[config.mk]
export PLATFORM = sky130hd
export DESIGN_NAME = win_absmax_pool
export DESIGN_NICKNAME = d
export VERILOG_FILES = /design/src/rtl/win_pool_pkg.sv /design/src/rtl/wp_abs_sat.sv /design/src/rtl/wp_cmp_timer.sv /design/src/rtl/wp_max_track.sv /design/src/rtl/win_absmax_pool.sv
export SDC_FILE = /design/constraint.sdc
export NUM_CORES = 1
export LEC_CHECK = 0
export ABC_AREA = 1
export ABC_CLOCK_PERIOD_IN_PS = 3800
export BUFFER_PORTS_ARGS = -buffer_cell sky130_fd_sc_hd__buf_2
export CORE_UTILIZATION = 35
export DETAILED_ROUTE_END_ITERATION = 12
export GPL_TIMING_DRIVEN = 0
export PLACE_DENSITY = 0.54
export SYNTH_ARGS = -nofsm -noshare
export SYNTH_HDL_FRONTEND = slang
export SYNTH_SLANG_ARGS = --single-unit
[constraint.sdc]
create_clock -name clk -period 3.8 [get_ports clk]
set_clock_uncertainty 0.1 [all_clocks]
set_input_delay 0.76 -clock clk [delete_from_list [all_inputs] [get_ports clk]]
set_output_delay 0.76 -clock clk [all_outputs]
set_load 0.01 [all_outputs]
[src/rtl/win_pool_pkg.sv]
// Shared types for the serial absolute-maximum pooling unit.
// Assumes nothing beyond IEEE 1800-2017 packages.
package win_pool_pkg;

    // Default geometry of the unit.
    localparam int DEF_DATA_W = 8;
    localparam int DEF_CNT_W  = 4;

    // Outcome of the comparator stage in a given cycle.
    typedef enum logic [1:0] {
        DEC_NONE     = 2'd0,
        DEC_RESOLVED = 2'd1,
        DEC_FORCED   = 2'd2
    } dec_e;

endpackage

[src/rtl/wp_abs_sat.sv]
// Saturating magnitude of a signed sample.
// Output is one bit narrower than the input; the most negative code,
// whose true magnitude does not fit, maps to the largest positive code.
module wp_abs_sat #(
    parameter int W = 8
) (
    input  logic [W-1:0] din,
    output logic [W-2:0] mag
);

    localparam logic [W-2:0] MAG_MAX = '1;

    logic [W-1:0] neg_v;
    logic         most_neg;

    // Form the two's-complement negation and detect the unrepresentable code.
    always_comb begin
        neg_v    = ~din + 1'b1;
        most_neg = din[W-1] && (din[W-2:0] == '0);
    end

    // Select the magnitude with saturation.
    always_comb begin
        if (most_neg)
            mag = MAG_MAX;
        else if (din[W-1])
            mag = neg_v[W-2:0];
        else
            mag = din[W-2:0];
    end

endmodule

[src/rtl/wp_cmp_timer.sv]
// Comparator decision timer.
// Counts compare cycles from a start pulse. It reports a resolved decision
// once the sampled latency has elapsed, or a forced decision once the
// sampled deadline is reached first. Assumes start is only raised while idle.
module wp_cmp_timer
    import win_pool_pkg::*;
#(
    parameter int CW = 4
) (
    input  logic          clk,
    input  logic          rst_n,
    input  logic          start,
    input  logic [CW-1:0] lat_in,
    input  logic [CW-1:0] dl_in,
    output logic          busy,
    output dec_e          dec
);

    localparam logic [CW-1:0] ONE = CW'(1);

    logic [CW-1:0] cnt_q;
    logic [CW-1:0] lat_q;
    logic [CW-1:0] dl_q;
    logic          busy_q;
    logic          resolve;
    logic          expire;

    // Decide the outcome of the current compare cycle.
    always_comb begin
        resolve = busy_q && (lat_q <= cnt_q);
        expire  = busy_q && (cnt_q >= dl_q);
        if (resolve)
            dec = DEC_RESOLVED;
        else if (expire)
            dec = DEC_FORCED;
        else
            dec = DEC_NONE;
    end

    assign busy = busy_q;

    // Track the compare in progress and its cycle count.
    always_ff @(posedge clk) begin
        if (!rst_n) begin
            busy_q <= 1'b0;
            cnt_q  <= '0;
            lat_q  <= '0;
            dl_q   <= ONE;
        end else if (start) begin
            busy_q <= 1'b1;
            cnt_q  <= ONE;
            lat_q  <= lat_in;
            dl_q   <= (dl_in == '0) ? ONE : dl_in;
        end else if (dec != DEC_NONE) begin
            busy_q <= 1'b0;
        end else if (busy_q) begin
            cnt_q  <= cnt_q + ONE;
        end
    end

    // a compare never runs past its deadline.
    p_deadline_bound_r7: assert property (@(posedge clk) disable iff (!rst_n)
        busy_q |-> (cnt_q <= dl_q));

    // a forced outcome only occurs exactly at the deadline.
    p_forced_at_deadline_r8: assert property (@(posedge clk) disable iff (!rst_n)
        (dec == DEC_FORCED) |-> (cnt_q == dl_q));

    // the enclosing unit never starts a compare over a running one.
    p_start_when_idle_r7: assert property (@(posedge clk) disable iff (!rst_n)
        start |-> !busy_q);

endmodule

[src/rtl/wp_max_track.sv]
// Running-maximum tracker and result register.
// A first sample loads the maximum directly. Other samples are held as a
// pending operand until the timer reports an outcome. A forced outcome keeps
// the current maximum and sets the window's sticky timeout flag.
module wp_max_track
    import win_pool_pkg::*;
#(
    parameter int MW = 7
) (
    input  logic          clk,
    input  logic          rst_n,
    input  logic          load_first,
    input  logic          cap_opnd,
    input  logic          last_in,
    input  logic [MW-1:0] mag_in,
    input  dec_e          dec,
    output logic          out_valid,
    output logic [MW-1:0] out_max,
    output logic          out_timeout
);

    logic [MW-1:0] max_q;
    logic [MW-1:0] opnd_q;
    logic          to_q;
    logic          last_q;
    logic          out_valid_q;
    logic [MW-1:0] out_max_q;
    logic          out_to_q;
    logic [MW-1:0] pick;
    logic          to_next;

    // Select the survivor of the current decision.
    always_comb begin
        if (dec == DEC_RESOLVED && opnd_q > max_q)
            pick = opnd_q;
        else
            pick = max_q;
        to_next = to_q || (dec == DEC_FORCED);
    end

    // Update the maximum, the pending operand and the result pulse.
    always_ff @(posedge clk) begin
        if (!rst_n) begin
            max_q       <= '0;
            opnd_q      <= '0;
            to_q        <= 1'b0;
            last_q      <= 1'b0;
            out_valid_q <= 1'b0;
            out_max_q   <= '0;
            out_to_q    <= 1'b0;
        end else begin
            out_valid_q <= 1'b0;
            if (load_first) begin
                max_q <= mag_in;
                to_q  <= 1'b0;
                if (last_in) begin
                    out_valid_q <= 1'b1;
                    out_max_q   <= mag_in;
                    out_to_q    <= 1'b0;
                end
            end else if (cap_opnd) begin
                opnd_q <= mag_in;
                last_q <= last_in;
            end
            if (dec != DEC_NONE) begin
                max_q <= pick;
                to_q  <= to_next;
                if (last_q) begin
                    out_valid_q <= 1'b1;
                    out_max_q   <= pick;
                    out_to_q    <= to_next;
                end
            end
        end
    end

    assign out_valid   = out_valid_q;
    assign out_max     = out_max_q;
    assign out_timeout = out_to_q;

    // a resolved compare leaves a maximum no smaller than the operand.
    p_keep_larger_r5: assert property (@(posedge clk) disable iff (!rst_n)
        (dec == DEC_RESOLVED) |=> (max_q >= $past(opnd_q)));

    // a forced decision leaves the maximum untouched.
    p_forced_keeps_r8: assert property (@(posedge clk) disable iff (!rst_n)
        (dec == DEC_FORCED) |=> $stable(max_q));

    // without an accepted first sample or a decision the maximum holds.
    p_idle_stable_r11: assert property (@(posedge clk) disable iff (!rst_n)
        (!load_first && dec == DEC_NONE) |=> $stable(max_q));

    // a forced decision raises the window's timeout flag.
    p_sticky_timeout_r9: assert property (@(posedge clk) disable iff (!rst_n)
        (dec == DEC_FORCED) |=> to_q);

    // the presented result matches the tracked maximum.
    p_result_matches_r6: assert property (@(posedge clk) disable iff (!rst_n)
        out_valid_q |-> (out_max_q == max_q));

endmodule

[src/rtl/win_absmax_pool.sv]
// Serial absolute-maximum pooling unit, top level.
// Accepts one signed sample per handshake and turns it into a saturated
// magnitude. The magnitude is either loaded (first of window) or compared
// against the running maximum through a comparator whose latency is bounded
// by a deadline. in_ready drops while a compare is outstanding.
module win_absmax_pool
    import win_pool_pkg::*;
#(
    parameter int DATA_W = DEF_DATA_W,
    parameter int CNT_W  = DEF_CNT_W
) (
    input  logic              clk,
    input  logic              rst_n,
    input  logic              in_valid,
    input  logic              in_first,
    input  logic              in_last,
    input  logic [DATA_W-1:0] in_data,
    input  logic [CNT_W-1:0]  in_lat,
    input  logic [CNT_W-1:0]  in_deadline,
    output logic              in_ready,
    output logic              out_valid,
    output logic [DATA_W-2:0] out_max,
    output logic              out_timeout
);

    localparam int MW = DATA_W - 1;

    logic          busy;
    logic          accept;
    logic          load_first;
    logic          cap_opnd;
    logic [MW-1:0] mag;
    dec_e          dec;

    // Handshake and routing of an accepted sample.
    always_comb begin
        in_ready   = !busy;
        accept     = in_valid && !busy;
        load_first = accept && in_first;
        cap_opnd   = accept && !in_first;
    end

    wp_abs_sat #(.W(DATA_W)) u_abs (
        .din (in_data),
        .mag (mag)
    );

    wp_cmp_timer #(.CW(CNT_W)) u_timer (
        .clk    (clk),
        .rst_n  (rst_n),
        .start  (cap_opnd),
        .lat_in (in_lat),
        .dl_in  (in_deadline),
        .busy   (busy),
        .dec    (dec)
    );

    wp_max_track #(.MW(MW)) u_track (
        .clk         (clk),
        .rst_n       (rst_n),
        .load_first  (load_first),
        .cap_opnd    (cap_opnd),
        .last_in     (in_last),
        .mag_in      (mag),
        .dec         (dec),
        .out_valid   (out_valid),
        .out_max     (out_max),
        .out_timeout (out_timeout)
    );

    // a first sample never starts a compare.
    p_first_no_compare_r4: assert property (@(posedge clk) disable iff (!rst_n)
        (accept && in_first) |=> in_ready);

    // accepting a non-first sample always opens a compare.
    p_compare_opens_r7: assert property (@(posedge clk) disable iff (!rst_n)
        (accept && !in_first) |=> !in_ready);

endmodule

==> results of run 1 <==
## registers in the layout, summed over array words and instances, names as in the netlist, named ones only
register	flops
u_track.out_timeout	1
u_timer.lat_q	4
u_track.opnd_q	7
u_timer.dl_q	4
u_timer.cnt_q	4
u_track.out_valid	1
u_track.last_q	1
u_track.max_q	7
u_track.out_max	7
u_timer.busy	1
## power by group through the flow
stage	registers (mW)	logic [mW]	clock network, mW
after floorplan	0.446	0.196	0
after global placement	0.447	0.261	0
after detailed placement	0.447	0.264	0
after CTS	0.438	0.265	0.352
after global routing	0.441	0.302	0.367
final	0.438	0.263	0.342
## cells in the final DEF, fill, tap and decap left out, types with 3 or more instances in the layout
cell / netlist / final
sky130_fd_sc_hd__nand2_1: 87 / 87
sky130_fd_sc_hd__inv_1: 49 / 49
sky130_fd_sc_hd__nand3_1: 39 / 39
sky130_fd_sc_hd__dfxtp_1: 38 / 38
sky130_fd_sc_hd__buf_2: 1 / 30
sky130_fd_sc_hd__a21oi_1: 24 / 24
sky130_fd_sc_hd__nor2_1: 17 / 17
sky130_fd_sc_hd__ha_1: 17 / 17
sky130_fd_sc_hd__o21ai_0: 14 / 14
sky130_fd_sc_hd__nand4_1: 10 / 10
sky130_fd_sc_hd__inv_2: 5 / 5
sky130_fd_sc_hd__nand2_4: 5 / 5
sky130_fd_sc_hd__clkbuf_8: 0 / 5
sky130_fd_sc_hd__nand3_2: 4 / 4
sky130_fd_sc_hd__clkbuf_1: 2 / 4
sky130_fd_sc_hd__nor3_1: 3 / 3
## kinds of logic (layout without fill, tap and decap cells)
logic type               count (synthesis)  after routing  synth area share (%)
XOR/XNOR                                 3              3                 1.130
adder cells (fa/ha/maj)                 17             17                 9.145
AND/OR/NAND/NOR                        174            174                 36.15
buffers and inverters                   61             98                 10.44
flip-flops                              38             38                 32.71
AO/OA/AOI/OAI                           43             43                 10.44
## metal layers
layer / vias up / wire, um / GRT usage (%)
met4: 0 / 45 / 5.085
met5: - / 0 / 0
met1: 941 / 3045 / 25.38
met2: 45 / 2344 / 26.83
met3: 4 / 246 / 2.671
li1: 1165 / - / -
## layout make-up
class	instances	area, um^2	share of cell area [%]
buffer	7	40.04	1.497
clock buffer	7	76.32	2.854
clock inverter	1	30.03	1.123
inverter	54	202.7	7.581
multi-input combinational	237	1323	49.46
sequential	38	760.7	28.45
tap	77	96.34	3.603
timing repair buffer	29	145.1	5.428
## final timing paths
| kind | from | depth (start not counted) | endpoint | slack (ns) |
|---|---|---|---|---|
| min reg2reg | u_timer.lat_q[3] | 2 | u_timer.lat_q[3] | 0.36 |
| max | u_timer.cnt_q[3] | 13 | u_track.out_max[1] | 1.74 |
| min | u_timer.lat_q[3] | 2 | u_timer.lat_q[3] | 0.36 |
| max reg2reg | u_timer.cnt_q[3] | 13 | u_track.out_max[1] | 1.74 |
## worst max-delay path: stages, from the launching register on
cell and delay (ns):
sky130_fd_sc_hd__dfxtp_1 0.42, sky130_fd_sc_hd__inv_1 0.08, sky130_fd_sc_hd__ha_1 0.29, sky130_fd_sc_hd__nand2_1 0.08, sky130_fd_sc_hd__inv_2 0.04, sky130_fd_sc_hd__nand2_1 0.05
sky130_fd_sc_hd__nand2_1 0.05, sky130_fd_sc_hd__nand2_2 0.09, sky130_fd_sc_hd__nand2_4 0.11, sky130_fd_sc_hd__nand2_8 0.14, sky130_fd_sc_hd__nand2_4 0.09, sky130_fd_sc_hd__buf_6 0.15
sky130_fd_sc_hd__a21oi_1 0.20, sky130_fd_sc_hd__nor2_1 0.06
## metrics by stage
stage	utilization [%]	cell area (um^2)	hold WS [ns]
6_report	41.87	2674	0.3594
5_1_grt	41.87	2674	0.3972
4_1_cts	41.87	2674	0.3612
3_5_place_dp	40.20	2567	0.3419
3_3_place_gp	40.20	2567	0.3428
2_1_floorplan	-	2326	0.3253
## cell usage after synthesis, types with 2 or more instances
cell type | number | area [um^2]
sky130_fd_sc_hd__inv_1 | 49 | 183.9
sky130_fd_sc_hd__nand4_1 | 10 | 62.56
sky130_fd_sc_hd__ha_1 | 17 | 212.7
sky130_fd_sc_hd__xnor2_1 | 2 | 17.52
sky130_fd_sc_hd__inv_2 | 5 | 18.77
sky130_fd_sc_hd__nand3_2 | 4 | 40.04
sky130_fd_sc_hd__nand2_4 | 5 | 56.30
sky130_fd_sc_hd__a21oi_1 | 24 | 120.1
sky130_fd_sc_hd__nand3_1 | 39 | 195.2
sky130_fd_sc_hd__nor2_4 | 2 | 22.52
sky130_fd_sc_hd__nand2_1 | 87 | 326.6
sky130_fd_sc_hd__o21ai_0 | 14 | 70.07
sky130_fd_sc_hd__nor2_2 | 2 | 12.51
sky130_fd_sc_hd__dfxtp_1 | 38 | 760.7
sky130_fd_sc_hd__nor3_1 | 3 | 15.01
sky130_fd_sc_hd__nor2_1 | 17 | 63.81
sky130_fd_sc_hd__clkbuf_1 | 2 | 7.510
sky130_fd_sc_hd__nand2_2 | 2 | 12.51
==> impl.org, run 1 <==
** Yosys
- The synthesized design contains 0 enable-type register cells.
- Counting flops with an async set or reset pin after synthesis yields a share of 0%.
- The netlist uses 32 different library cells.
- Number of flip-flops and latches in the synthesized netlist :: 38
- Synthesis produced a netlist with a net count of 374.
- Summing the sequential cell areas from Yosys gives 32.71% of the chip area.
- The most used flip-flop cell after synthesis is sky130_fd_sc_hd__dfxtp_1.
- Mean post-synth cell area :: between 6 and 7 um^2
- The synthesized netlist occupies a cell area of 2326 um^2.
- Cell count after synthesis :: 336
- Synthesis Warnings :: 0

** CTS
- After clock tree synthesis, the flow added hold-fix buffers numbering 0.
- The clock tree synthesis step divided the H-tree into 2 levels.
- Clock root buffer master :: sky130_fd_sc_hd__clkbuf_8
- TritonCTS clock tree :: yes
- Buffers inserted during clock tree synthesis total 5.
- Clock input transition at the sequential cells of the worst setup and hold paths :: approximately 0.080 ns
- Once the clock tree was built, the resizer swapped 0 gates to a different size.
- Clock tree buffer depth :: 2
- For the worst-skew pair, the clock arrives at the later sink with an insertion delay of 0.29 ns.
- Number of clock sinks :: 38
- Once the clock tree was built, the setup fixing pass inserted 0 buffers.

** Power
- Share of total power in the clock network :: 32.8%
- Net switching is a little under a third of the power.
- Pwr per Cell Area :: 390.0 nW/um^2
- Combinational power share :: 25.2%
- Summed over all cells, the static leakage comes to 1.328 nW.
- Max rail drop VDD :: between 150 and 200 uV
- Total Power Consumption :: 1.043 mW
- Share of power burned in registers :: 42.0%
- Cell-internal power :: 710.9 uW
- NetSw :: 331.9 uW

** Timing
- RSZ-0062 raised after global routing :: false
- Slew margin rel. :: 62.10%
- The total count of hold-check failures in the final report is 0.
- In the finished design, the share of the clock period the worst path needs comes to between 50% and 60%.
- Final max-slew violation count :: 0
- The worst path needs ~2 ns of the cycle, external delays included.
- Setup slack closes at 1.744 ns.
- Final setup violating endpoints :: 0
- Slew of the pin with the lowest slew margin :: 0.5625 ns
- Setup tns final :: 0 ns
- For this run, the top clock speed supported by timing is 486.3 MHz.

** Global routing
- Entering global routing, the biggest net connects 12 pins.
- Remaining global-route overflow :: 0
- The first global-routing pass estimated 9908 um of wire.
- Initial antenna violation count :: 0
- Overall routing resource usage :: 17.50%
- Via count of the first global-routing pass :: 2092

** Setup path
- Startpoint kind of the worst setup timing path :: flip-flop
- For the worst setup path, the data required time is slightly below 4 ns.
- Of all nets on the critical path, the largest fanout is 10.
- STA puts the critical path data arrival time at 2.14 ns.
- The worst setup path is of the reg -> reg kind.
- Category of the worst setup path capture point :: flip-flop

** Outcome
- The flow ran to the end, and the final reports show no timing, DRC or antenna violations.

** Worst hold path
- In this run the worst hold path is classified as reg -> reg.

** Floorplan
- Chip Width :: 83.52 um
- Measured along the y axis, the die boundary spans 83.52 um.
- Num ports :: 31
- Cell Rows :: 29
- Initial Util :: a little over a third
- Core Box Area :: between 6000 and 7000 um^2
- Area enclosed by the die boundary :: ~7000 um^2

** Placement
- Pre-CTS setup slack :: ~1.6 ns
- Number of buffers added on ports :: 29
- Routability congestion estimate :: just over 0.8
- Placed cell count :: ~440
- Hpwl dp :: 4390 um

** Finish
- Syn-to-layout area delta :: 14.95%
- After filler insertion, the fill cell instance count of the layout stands at a little under 700.
- Fraction of final layout cells with drive strength greater than 1 :: 16.89%
- The count of cells in the finished layout, fillers not included, comes to 450.
- Nets :: 410
- The number of antenna diodes in the final layout is 0.

** Job
- MaxCap Viol Count :: 0

** Drt
- DR WL/cell :: 12.62 um
- Once detail routing completed, the nets flagged for antenna violations numbered 0.
- First DRT Iteration DRCs :: 92
- Via-per-instance ratio :: 4.789
- Before antenna repair, the detailed router went through 4 iterations.
- Across all layers, the routed design uses 2155 vias.
- Total wire length :: approximately 5700 um
- Number of design rule violations left after detail routing :: 0
Power figures use the tool's default switching activity.
==> run 2: changes to the inputs <==
--- a/config.mk
+++ b/config.mk
@@ -6,7 +6,7 @@
 export NUM_CORES = 1
 export LEC_CHECK = 0
 export ABC_AREA = 1
-export ABC_CLOCK_PERIOD_IN_PS = 3800
+export ABC_CLOCK_PERIOD_IN_PS = 1950
 export BUFFER_PORTS_ARGS = -buffer_cell sky130_fd_sc_hd__buf_2
 export CORE_UTILIZATION = 35
 export DETAILED_ROUTE_END_ITERATION = 12
==> constraint.sdc (replaced) <==
create_clock -name clk -period 1.95 [get_ports clk]
set_clock_uncertainty 0.1 [all_clocks]
set_input_delay 0.39 -clock clk [delete_from_list [all_inputs] [get_ports clk]]
set_output_delay 0.39 -clock clk [all_outputs]
set_load 0.01 [all_outputs]
==> impl.org, run 2 (same netlist as run 1, synthesis figures left out) <==
** Outcome
- Status: completed (unchanged).

** Drt
- The DRC violations left is 0 (unchanged).
- First DRT Iteration DRCs :: 79 (was 92)
- Number of search-and-repair iterations in the first detailed-routing pass :: 4 (unchanged)
- Via-per-instance ratio :: 4.937 (was 4.789)
- Vias :: 2286 (was 2155)
- The sum of routed wire length over all layers was 6157 um (was 5681 um).
- Post-detailed-route count of antenna-violating nets :: 0 (unchanged)
- The routed length per instance is 13.30 um (was 12.62 um).

** Timing
- The total count of hold-check failures in the final report came to 0 (unchanged).
- Final critical-path setup slack :: 0.09367 ns (was 1.744 ns)
- Final period util :: 95.20% (was 54.11%)
- The maximum clock rate came to 538.7 MHz (was 486.3 MHz).
- The time the final worst path needs with I/O delays and setup was 1.856 ns (was 2.056 ns).
- Final setup violating endpoints :: 0 (unchanged)
- Slew margin rel. :: 61.55% (was 62.10%)
- The slew of the pin with the lowest slew margin was 0.5707 ns (was 0.5625 ns).
- The count of final max-slew check failures was 0 (unchanged).

** Setup path
- The arrival time reported for the critical path endpoint is 1.95 ns (was 2.14 ns).
- Category of the worst setup path capture point :: flip-flop (unchanged)
- Series of cell instances along the critical path :: inv_1, ha_4, nand2_2, nor2_2, nand2_2, a21oi_4, buf_4, nand3_1, a21oi_2, nor2_1 (was inv_1, ha_1, nand2_1, inv_2, nand2_1, nand2_1, nand2_2, nand2_4, nand2_8, nand2_4, buf_6, a21oi_1, nor2_1)
- Crit path required time :: 2.04 ns (was 3.89 ns)
- Crit Path Class :: reg -> reg (unchanged)
- Startpoint kind of the worst setup timing path :: flip-flop (unchanged)
- The most frequent cell on the critical path was sky130_fd_sc_hd__nand2_2 (was sky130_fd_sc_hd__nand2_1).
- The maximum fanout along the worst path is 4 (was 10).
- The master of the slowest instance on the critical path is sky130_fd_sc_hd__dfxtp_2 (was sky130_fd_sc_hd__dfxtp_1).
- Peak per-stage delay on the critical path :: 0.33 ns (was 0.42 ns)

** Placement
- Hpwl dp :: 4390 um (unchanged)
- The number of buffers added on ports is 29 (unchanged).
- Pre-CTS setup slack :: -0.05342 ns (was 1.619 ns)
- The last weighted congestion value of the routability-driven placer was 0.8105 (unchanged).

** CTS
- Clock root buffer master :: sky130_fd_sc_hd__clkbuf_8 (unchanged)
- The TritonCTS buffer count came to 5 (unchanged).
- Clock input transition at the sequential cells of the worst setup and hold paths :: 0.08 ns (about the same)
- Clock insertion delay at the later pin of the skew report :: 0.29 ns (about the same)
- The number of H-tree branching levels is 2 (unchanged).
- The CTS tree is yes (unchanged).
- Number of clock sinks :: 38 (unchanged)
- The maximum buffer depth of the clock tree is 2 (unchanged).

** Power
- Pwr per Cell Area :: 725.6 nW/um^2 (was 390.0 nW/um^2)
- The worst vdd rail ir drop came to 351.0 uV (was 169.5 uV).
- Lkg Pwr :: 1.399 nW (was 1.328 nW)

** Floorplan
- The floorplan row count came to 29 (unchanged).
- Num ports :: 31 (unchanged)
- The die footprint is 6976 um^2 (unchanged).
- Die extent in y :: 83.52 um (unchanged)
- The starting density of the core is 36.42% (unchanged).
- Chip Width :: 83.52 um (unchanged)
- The area inside the core boundary was 6386 um^2 (unchanged).

** Finish
- The most frequent standard cell in the layout excluding fill and tap cells is sky130_fd_sc_hd__nand2_1 (unchanged).
- The synthesis-to-layout area growth came to 31.52% (was 14.95%).
- Nets :: 423 (was 410)
- Fraction of final layout cells with drive strength greater than 1 :: 33.68% (was 16.89%)
- Filler cell count :: 643 (was 683)
- Fin util :: 47.90% (was 41.87%)
- Highest-count cells in the layout ignoring fill and taps: sky130_fd_sc_hd__nand2_1, sky130_fd_sc_hd__inv_1, sky130_fd_sc_hd__nand3_1 (unchanged).
- The number of antenna diodes is 0 (unchanged).

** Global routing
- Overall routing resource usage :: 17.56% (was 17.50%)
- The aggregate global routing overflow was 0 (unchanged).
- The number of global-route vias before repair was 2103 (was 2092).
- The wire length of the first global-routing pass is 9942 um (was 9908 um).
- Initial antenna violation count :: 0 (unchanged)
- The pin count of the biggest net entering global routing is 12 (unchanged).

** Worst hold path
- The class of the most critical hold timing path is in -> reg (was reg -> reg).

** Job
- MaxCap Viol Count :: 0 (unchanged)
==> run 2: cell types whose count changed in the layout (fill, tap and decap cells not counted), moves of 4 or more <==
cell                      change
sky130_fd_sc_hd__buf_4       +12
sky130_fd_sc_hd__dfxtp_1      -9
sky130_fd_sc_hd__dfxtp_2      +6
sky130_fd_sc_hd__nand3_2      +5
sky130_fd_sc_hd__inv_4        +4
sky130_fd_sc_hd__nand2_2     +10
sky130_fd_sc_hd__nand3_1      -5
sky130_fd_sc_hd__inv_2        +4
sky130_fd_sc_hd__ha_1         -9
sky130_fd_sc_hd__a21oi_2      +8
sky130_fd_sc_hd__ha_4         +9
sky130_fd_sc_hd__a21oi_1      -9
sky130_fd_sc_hd__nand2_1     -12
sky130_fd_sc_hd__inv_1        -9
==> run 2: repair_timing <==
| action | 4_1_cts | 5_1_grt |
|---|---|---|
| setup buffers | 1 | 12 |
| pin swaps | 1 | 21 |
| hold buffers | 0 | 0 |
| endpoints found under the setup margin | 9 | 20 |
| gates resized for setup | 3 | 69 |
| endpoints found under the hold margin | 0 | 0 |
==> run 2: cell type report <==
cell class | count | area [um^2] | area share, %
clock buffers | 7 | 76.32 | 2.495
inverters | 54 | 220.2 | 7.198
well taps | 77 | 96.34 | 3.149
plain buffers | 7 | 48.80 | 1.595
repair buffers | 42 | 246.5 | 8.057
clock inverters | 1 | 30.03 | 0.9816
flip-flops and latches | 38 | 779.5 | 25.48
multi-input cells | 237 | 1562 | 51.04
==> run 2: where the power goes <==
group,switching (mW),internal [mW]
clock,0.289,0.383
combinational,0.407,0.278
sequential,0.0396,0.823
==> run 2: worst paths after layout <==
kind	from	to	slack (ns)	cells past startpoint
worst max-delay path	u_track.max_q[5]	u_track.out_max[1]	0.09	10
worst min-delay path	in_deadline[3]	u_timer.dl_q[0]	0.20	2
worst max register to register	u_track.max_q[5]	u_track.out_max[1]	0.09	10
worst min register to register	u_timer.dl_q[3]	u_timer.dl_q[3]	0.38	2
==> run 2: worst max-delay path: cells and delay by family, from the launching register on <==
kind / cells / cell delay, ns
AO/OA/AOI/OAI: 2 / 0.42
AND/OR/NAND/NOR: 5 / 0.39
flip-flops: 1 / 0.33
adder cells (fa/ha/maj): 1 / 0.28
buffers and inverters: 2 / 0.25
==> run 2: metal layers <==
metal	vias up	routed length, um	part of all wire, %	global-route usage, %
met1	1035	3090	50	25.32
met2	48	2674	43	27.12
li1	1197	-	-	-
met3	6	325	5.3	2.671
met4	0	66	1.1	5.085
met5	-	0	0	0
==> run 2: metrics by stage <==
stage          hold slack, ns  total power, mW  TNS (ns)  instance area, um^2  instances
2_1_floorplan          0.3253            1.251         0                 2326        336
3_3_place_gp           0.3428            1.379   -0.2623                 2567        442
6_report               0.2016            2.220         0                 3059        463
5_1_grt                0.2005            2.348  -0.01703                 3059        463
4_1_cts                0.2000            2.062         0                 2688        451
3_5_place_dp           0.3419            1.385   -0.1727                 2567        442
==> run 3: changes to the inputs <==
--- a/config.mk
+++ b/config.mk
@@ -8,10 +8,10 @@
 export ABC_AREA = 1
 export ABC_CLOCK_PERIOD_IN_PS = 1950
 export BUFFER_PORTS_ARGS = -buffer_cell sky130_fd_sc_hd__buf_2
-export CORE_UTILIZATION = 35
+export CORE_UTILIZATION = 45
 export DETAILED_ROUTE_END_ITERATION = 12
 export GPL_TIMING_DRIVEN = 0
-export PLACE_DENSITY = 0.54
+export PLACE_DENSITY = 0.66
 export SYNTH_ARGS = -nofsm -noshare
 export SYNTH_HDL_FRONTEND = slang
 export SYNTH_SLANG_ARGS = --single-unit
==> impl.org, run 3 (same netlist as run 1, synthesis figures left out) <==
** Outcome
- Status: completed (unchanged).

** Floorplan
- The die footprint was 5460 um^2 (was 6976 um^2).
- Cell Rows :: 25 (was 29)
- The x dimension of the die is 73.90 um (was 83.52 um).
- The area inside the core boundary came to 4848 um^2 (was 6386 um^2).
- Num ports :: 31 (unchanged)
- Die extent in y :: 73.90 um (was 83.52 um)
- The starting density of the core came to 47.97% (was 36.42%).

** Drt
- First DRT Iteration DRCs :: 123 (was 79)
- Vias :: 2278 (was 2286)
- Post-detailed-route count of antenna-violating nets :: 0 (unchanged)
- The mean number of vias per cell came to 5.051 (was 4.937).
- The routed length per instance is 12.67 um (was 13.30 um).
- Number of design rule violations left after detail routing :: 0 (unchanged)
- The sum of routed wire length over all layers was 5716 um (was 6157 um).
- Number of search-and-repair iterations in the first detailed-routing pass :: 5 (was 4)

** Setup path
- Data arrival at the endpoint of the critical path :: 2.03 ns (was 1.95 ns)
- The startpoint of the most critical register-to-register path was u_track.max_q[5] (unchanged).
- The capture point of the worst reg-to-reg path was u_track.max_q[5] (was u_track.out_max[1]).
- The cell class contributing the biggest share of worst-path delay is simple AND/OR/NAND/NOR gates (was compound AO/OA/AOI/OAI gates).
- Category of the worst setup path capture point :: flip-flop (unchanged)
- The kind of critical path is reg -> reg (unchanged).
- The master of the slowest instance on the critical path was sky130_fd_sc_hd__dfxtp_2 (unchanged).
- Worst-case reg-to-reg path depth :: 10 (unchanged)
- Peak per-stage delay on the critical path :: 0.33 ns (about the same)
- Series of cell instances along the critical path :: inv_1, ha_1, nand2_2, nor2_1, nand2_2, a21oi_4, nand2_4, nand2_2, nand3_1, a21oi_1 (was inv_1, ha_4, nand2_2, nor2_2, nand2_2, a21oi_4, buf_4, nand3_1, a21oi_2, nor2_1)
- Startpoint kind of the worst setup timing path :: flip-flop (unchanged)
- Register-to-register setup slack :: 0.03 ns (was 0.09 ns)
- Crit-path most repeated cell :: sky130_fd_sc_hd__nand2_2 (unchanged)
- Max Fanout on Critical Path :: 8 (was 4)
- The count of buffering cells on the critical path with inverters included came to 1 (was 2).
- The required time at the worst-slack endpoint was 2.06 ns (was 2.04 ns).

** Finish
- The fraction of final layout cells with drive strength greater than 1 was 31.77% (was 33.68%).
- Highest-count cells in the layout ignoring fill and taps :: sky130_fd_sc_hd__nand2_1, sky130_fd_sc_hd__inv_1, sky130_fd_sc_hd__nand3_1 (unchanged)
- Area occupied by multi-input gates :: 1528 um^2 (was 1562 um^2)
- Final cell count without fillers :: 451 (was 463)
- Filler cell count :: 451 (was 643)
- Syn-to-layout area delta :: 27.17% (was 31.52%)
- Register Area :: 773.2 um^2 (was 779.5 um^2)
- The number of antenna diodes is 0 (unchanged).
- Nets :: 422 (was 423)
- The most frequent standard cell in the layout excluding fill and tap cells was sky130_fd_sc_hd__nand2_1 (unchanged).

** CTS
- TritonCTS clock tree :: yes (unchanged)
- The clock transition time at the flip-flop clock pins of the worst setup and hold paths is 0.08 ns (about the same).
- Number of clock buffers inserted by TritonCTS :: 5 (unchanged)
- Clock tree buffer depth :: 2 (unchanged)
- Clock insertion delay at the later pin of the skew report :: 0.29 ns (about the same)
- Hold bufs inserted after CTS :: 0 (unchanged)
- The root buffer cell is sky130_fd_sc_hd__clkbuf_8 (unchanged).
- The number of H-tree branching levels is 2 (unchanged).
- The clock sink total came to 38 (unchanged).

** Worst hold path
- Worst hold path cell count :: 2 (unchanged)
- The class of the most critical hold timing path was in -> reg (unchanged).
- Hold EP :: u_timer.dl_q[0] (unchanged)
- The startpoint of the most critical hold path is in_deadline[1] (was in_deadline[3]).

** Timing
- Time the final worst path needs with I/O delays and setup :: 1.915 ns (was 1.856 ns)
- Setup tns final :: 0 ns (unchanged)
- The worst hold slack after final layout came to 0.1989 ns (was 0.2016 ns).
- The post-route fraction of the period consumed by the critical path came to 98.21% (was 95.20%).
- Final setup violating endpoints :: 0 (unchanged)
- Slew of the pin with the lowest slew margin :: 0.5638 ns (was 0.5707 ns)
- RSZ-0062 raised after global routing :: true
- Final critical-path setup slack :: 0.03488 ns (was 0.09367 ns)
- Number of failing hold endpoints at the final stage :: 0 (unchanged)
- The relative slew slack came to 62.02% (was 61.55%).
- The count of final max-slew check failures is 0 (unchanged).
- Maximum clock frequency :: 522.2 MHz (was 538.7 MHz)

** Global routing
- Remaining global-route overflow :: 0 (unchanged)
- The pin count of the biggest net entering global routing is 12 (unchanged).
- The total global routing track utilization came to 22.11% (was 17.56%).
- Initial antenna violation count :: 0 (unchanged)
- Via count of the first global-routing pass :: 1958 (was 2103)
- The wire length of the first global-routing pass is 9121 um (was 9942 um).

** Power
- The ratio of total power to cell area was 680.9 nW/um^2 (was 725.6 nW/um^2).
- The leakage power of the design came to 1.370 nW (was 1.399 nW).
- Max rail drop VDD :: 410.5 uV (was 351.0 uV)

** Placement
- Routability congestion estimate :: 0.8101 (was 0.8105)
- Number of buffers added on ports :: 29 (unchanged)
- The HPWL after detailed placement was 4110 um (was 4390 um).
- Pre-CTS setup slack :: -0.04282 ns (was -0.05342 ns)
- The cell count after placement came to 432 (was 442).

** Job
- The max-cap check violation count came to 0 (unchanged).
run 3: cell count changes in the layout (fill, tap and decap cells not counted), sizes merged:
cell	before	now
clkbuf	10	9
buf	46	45
bufinv	1	0
clkinvlp	0	1
run 3: metal layers:
| metal | global-route usage [%] | wire length, um | vias up |
|---|---|---|---|
| li1 | - | - | 1185 |
| met1 | 32.63 | 3022 | 1034 |
| met2 | 33.64 | 2437 | 55 |
| met3 | 4.115 | 220 | 4 |
| met4 | 3.846 | 36 | 0 |
| met5 | 0 | 0 | - |
run 3: worst max-delay path by stage:
| stage | from | end | slack, ns | cells past startpoint |
|---|---|---|---|---|
| after detailed placement | u_timer.cnt_q[1] | u_track.out_max[1] | -0.04 | 13 |
| after floorplan | u_timer.cnt_q[1] | u_track.out_timeout | 0.23 | 12 |
| after global routing | u_timer.cnt_q[2] | u_timer.cnt_q[0] | -0.07 | 15 |
| after CTS | u_timer.cnt_q[1] | u_track.out_max[1] | 0.008 | 13 |
| after global placement | u_timer.cnt_q[3] | u_track.out_max[1] | -0.04 | 13 |
| final | u_track.max_q[5] | u_track.max_q[5] | 0.03 | 10 |
run 3: repair_timing:
item,4_1_cts,5_1_grt
endpoints found under the setup margin,9,20
setup buffers,1,11
pin swaps,1,16
gates resized for setup,3,54
run 3: layout make-up:
type	count	area share [%]
inverter	54	6.937
multi-input combinational	237	51.65
timing repair buffer	41	8.080
buffer	7	1.650
sequential	38	26.14
clock inverter	1	0.2538
tap	67	2.834
clock buffer	6	2.453
run 3: metrics by stage:
step | utilization, % | area [um^2] | power [mW]
floorplan | - | 2326 | 1.251
global placement | 52.70 | 2555 | 1.371
detailed placement | 52.70 | 2555 | 1.379
CTS | 54.58 | 2646 | 1.906
global route | 61.01 | 2958 | 2.146
finish | 61.01 | 2958 | 2.014
run 3: worst reg2reg max path, cell delays in order, from the launching register on:
cell and delay, ns:
sky130_fd_sc_hd__dfxtp_2 0.33, sky130_fd_sc_hd__inv_1 0.07, sky130_fd_sc_hd__ha_1 0.28, sky130_fd_sc_hd__nand2_2 0.06
sky130_fd_sc_hd__nor2_1 0.11, sky130_fd_sc_hd__nand2_2 0.08, sky130_fd_sc_hd__a21oi_4 0.30, sky130_fd_sc_hd__nand2_4 0.18
sky130_fd_sc_hd__nand2_2 0.11, sky130_fd_sc_hd__nand3_1 0.09, sky130_fd_sc_hd__a21oi_1 0.13
run 3: report_power, final:
group | switching, mW | leakage [nW] | internal (mW)
Clock | 0.282 | 0.0373 | 0.245
Combinational | 0.387 | 1.02 | 0.239
Sequential | 0.0372 | 0.314 | 0.824
Total | 0.706 | 1.37 | 1.31
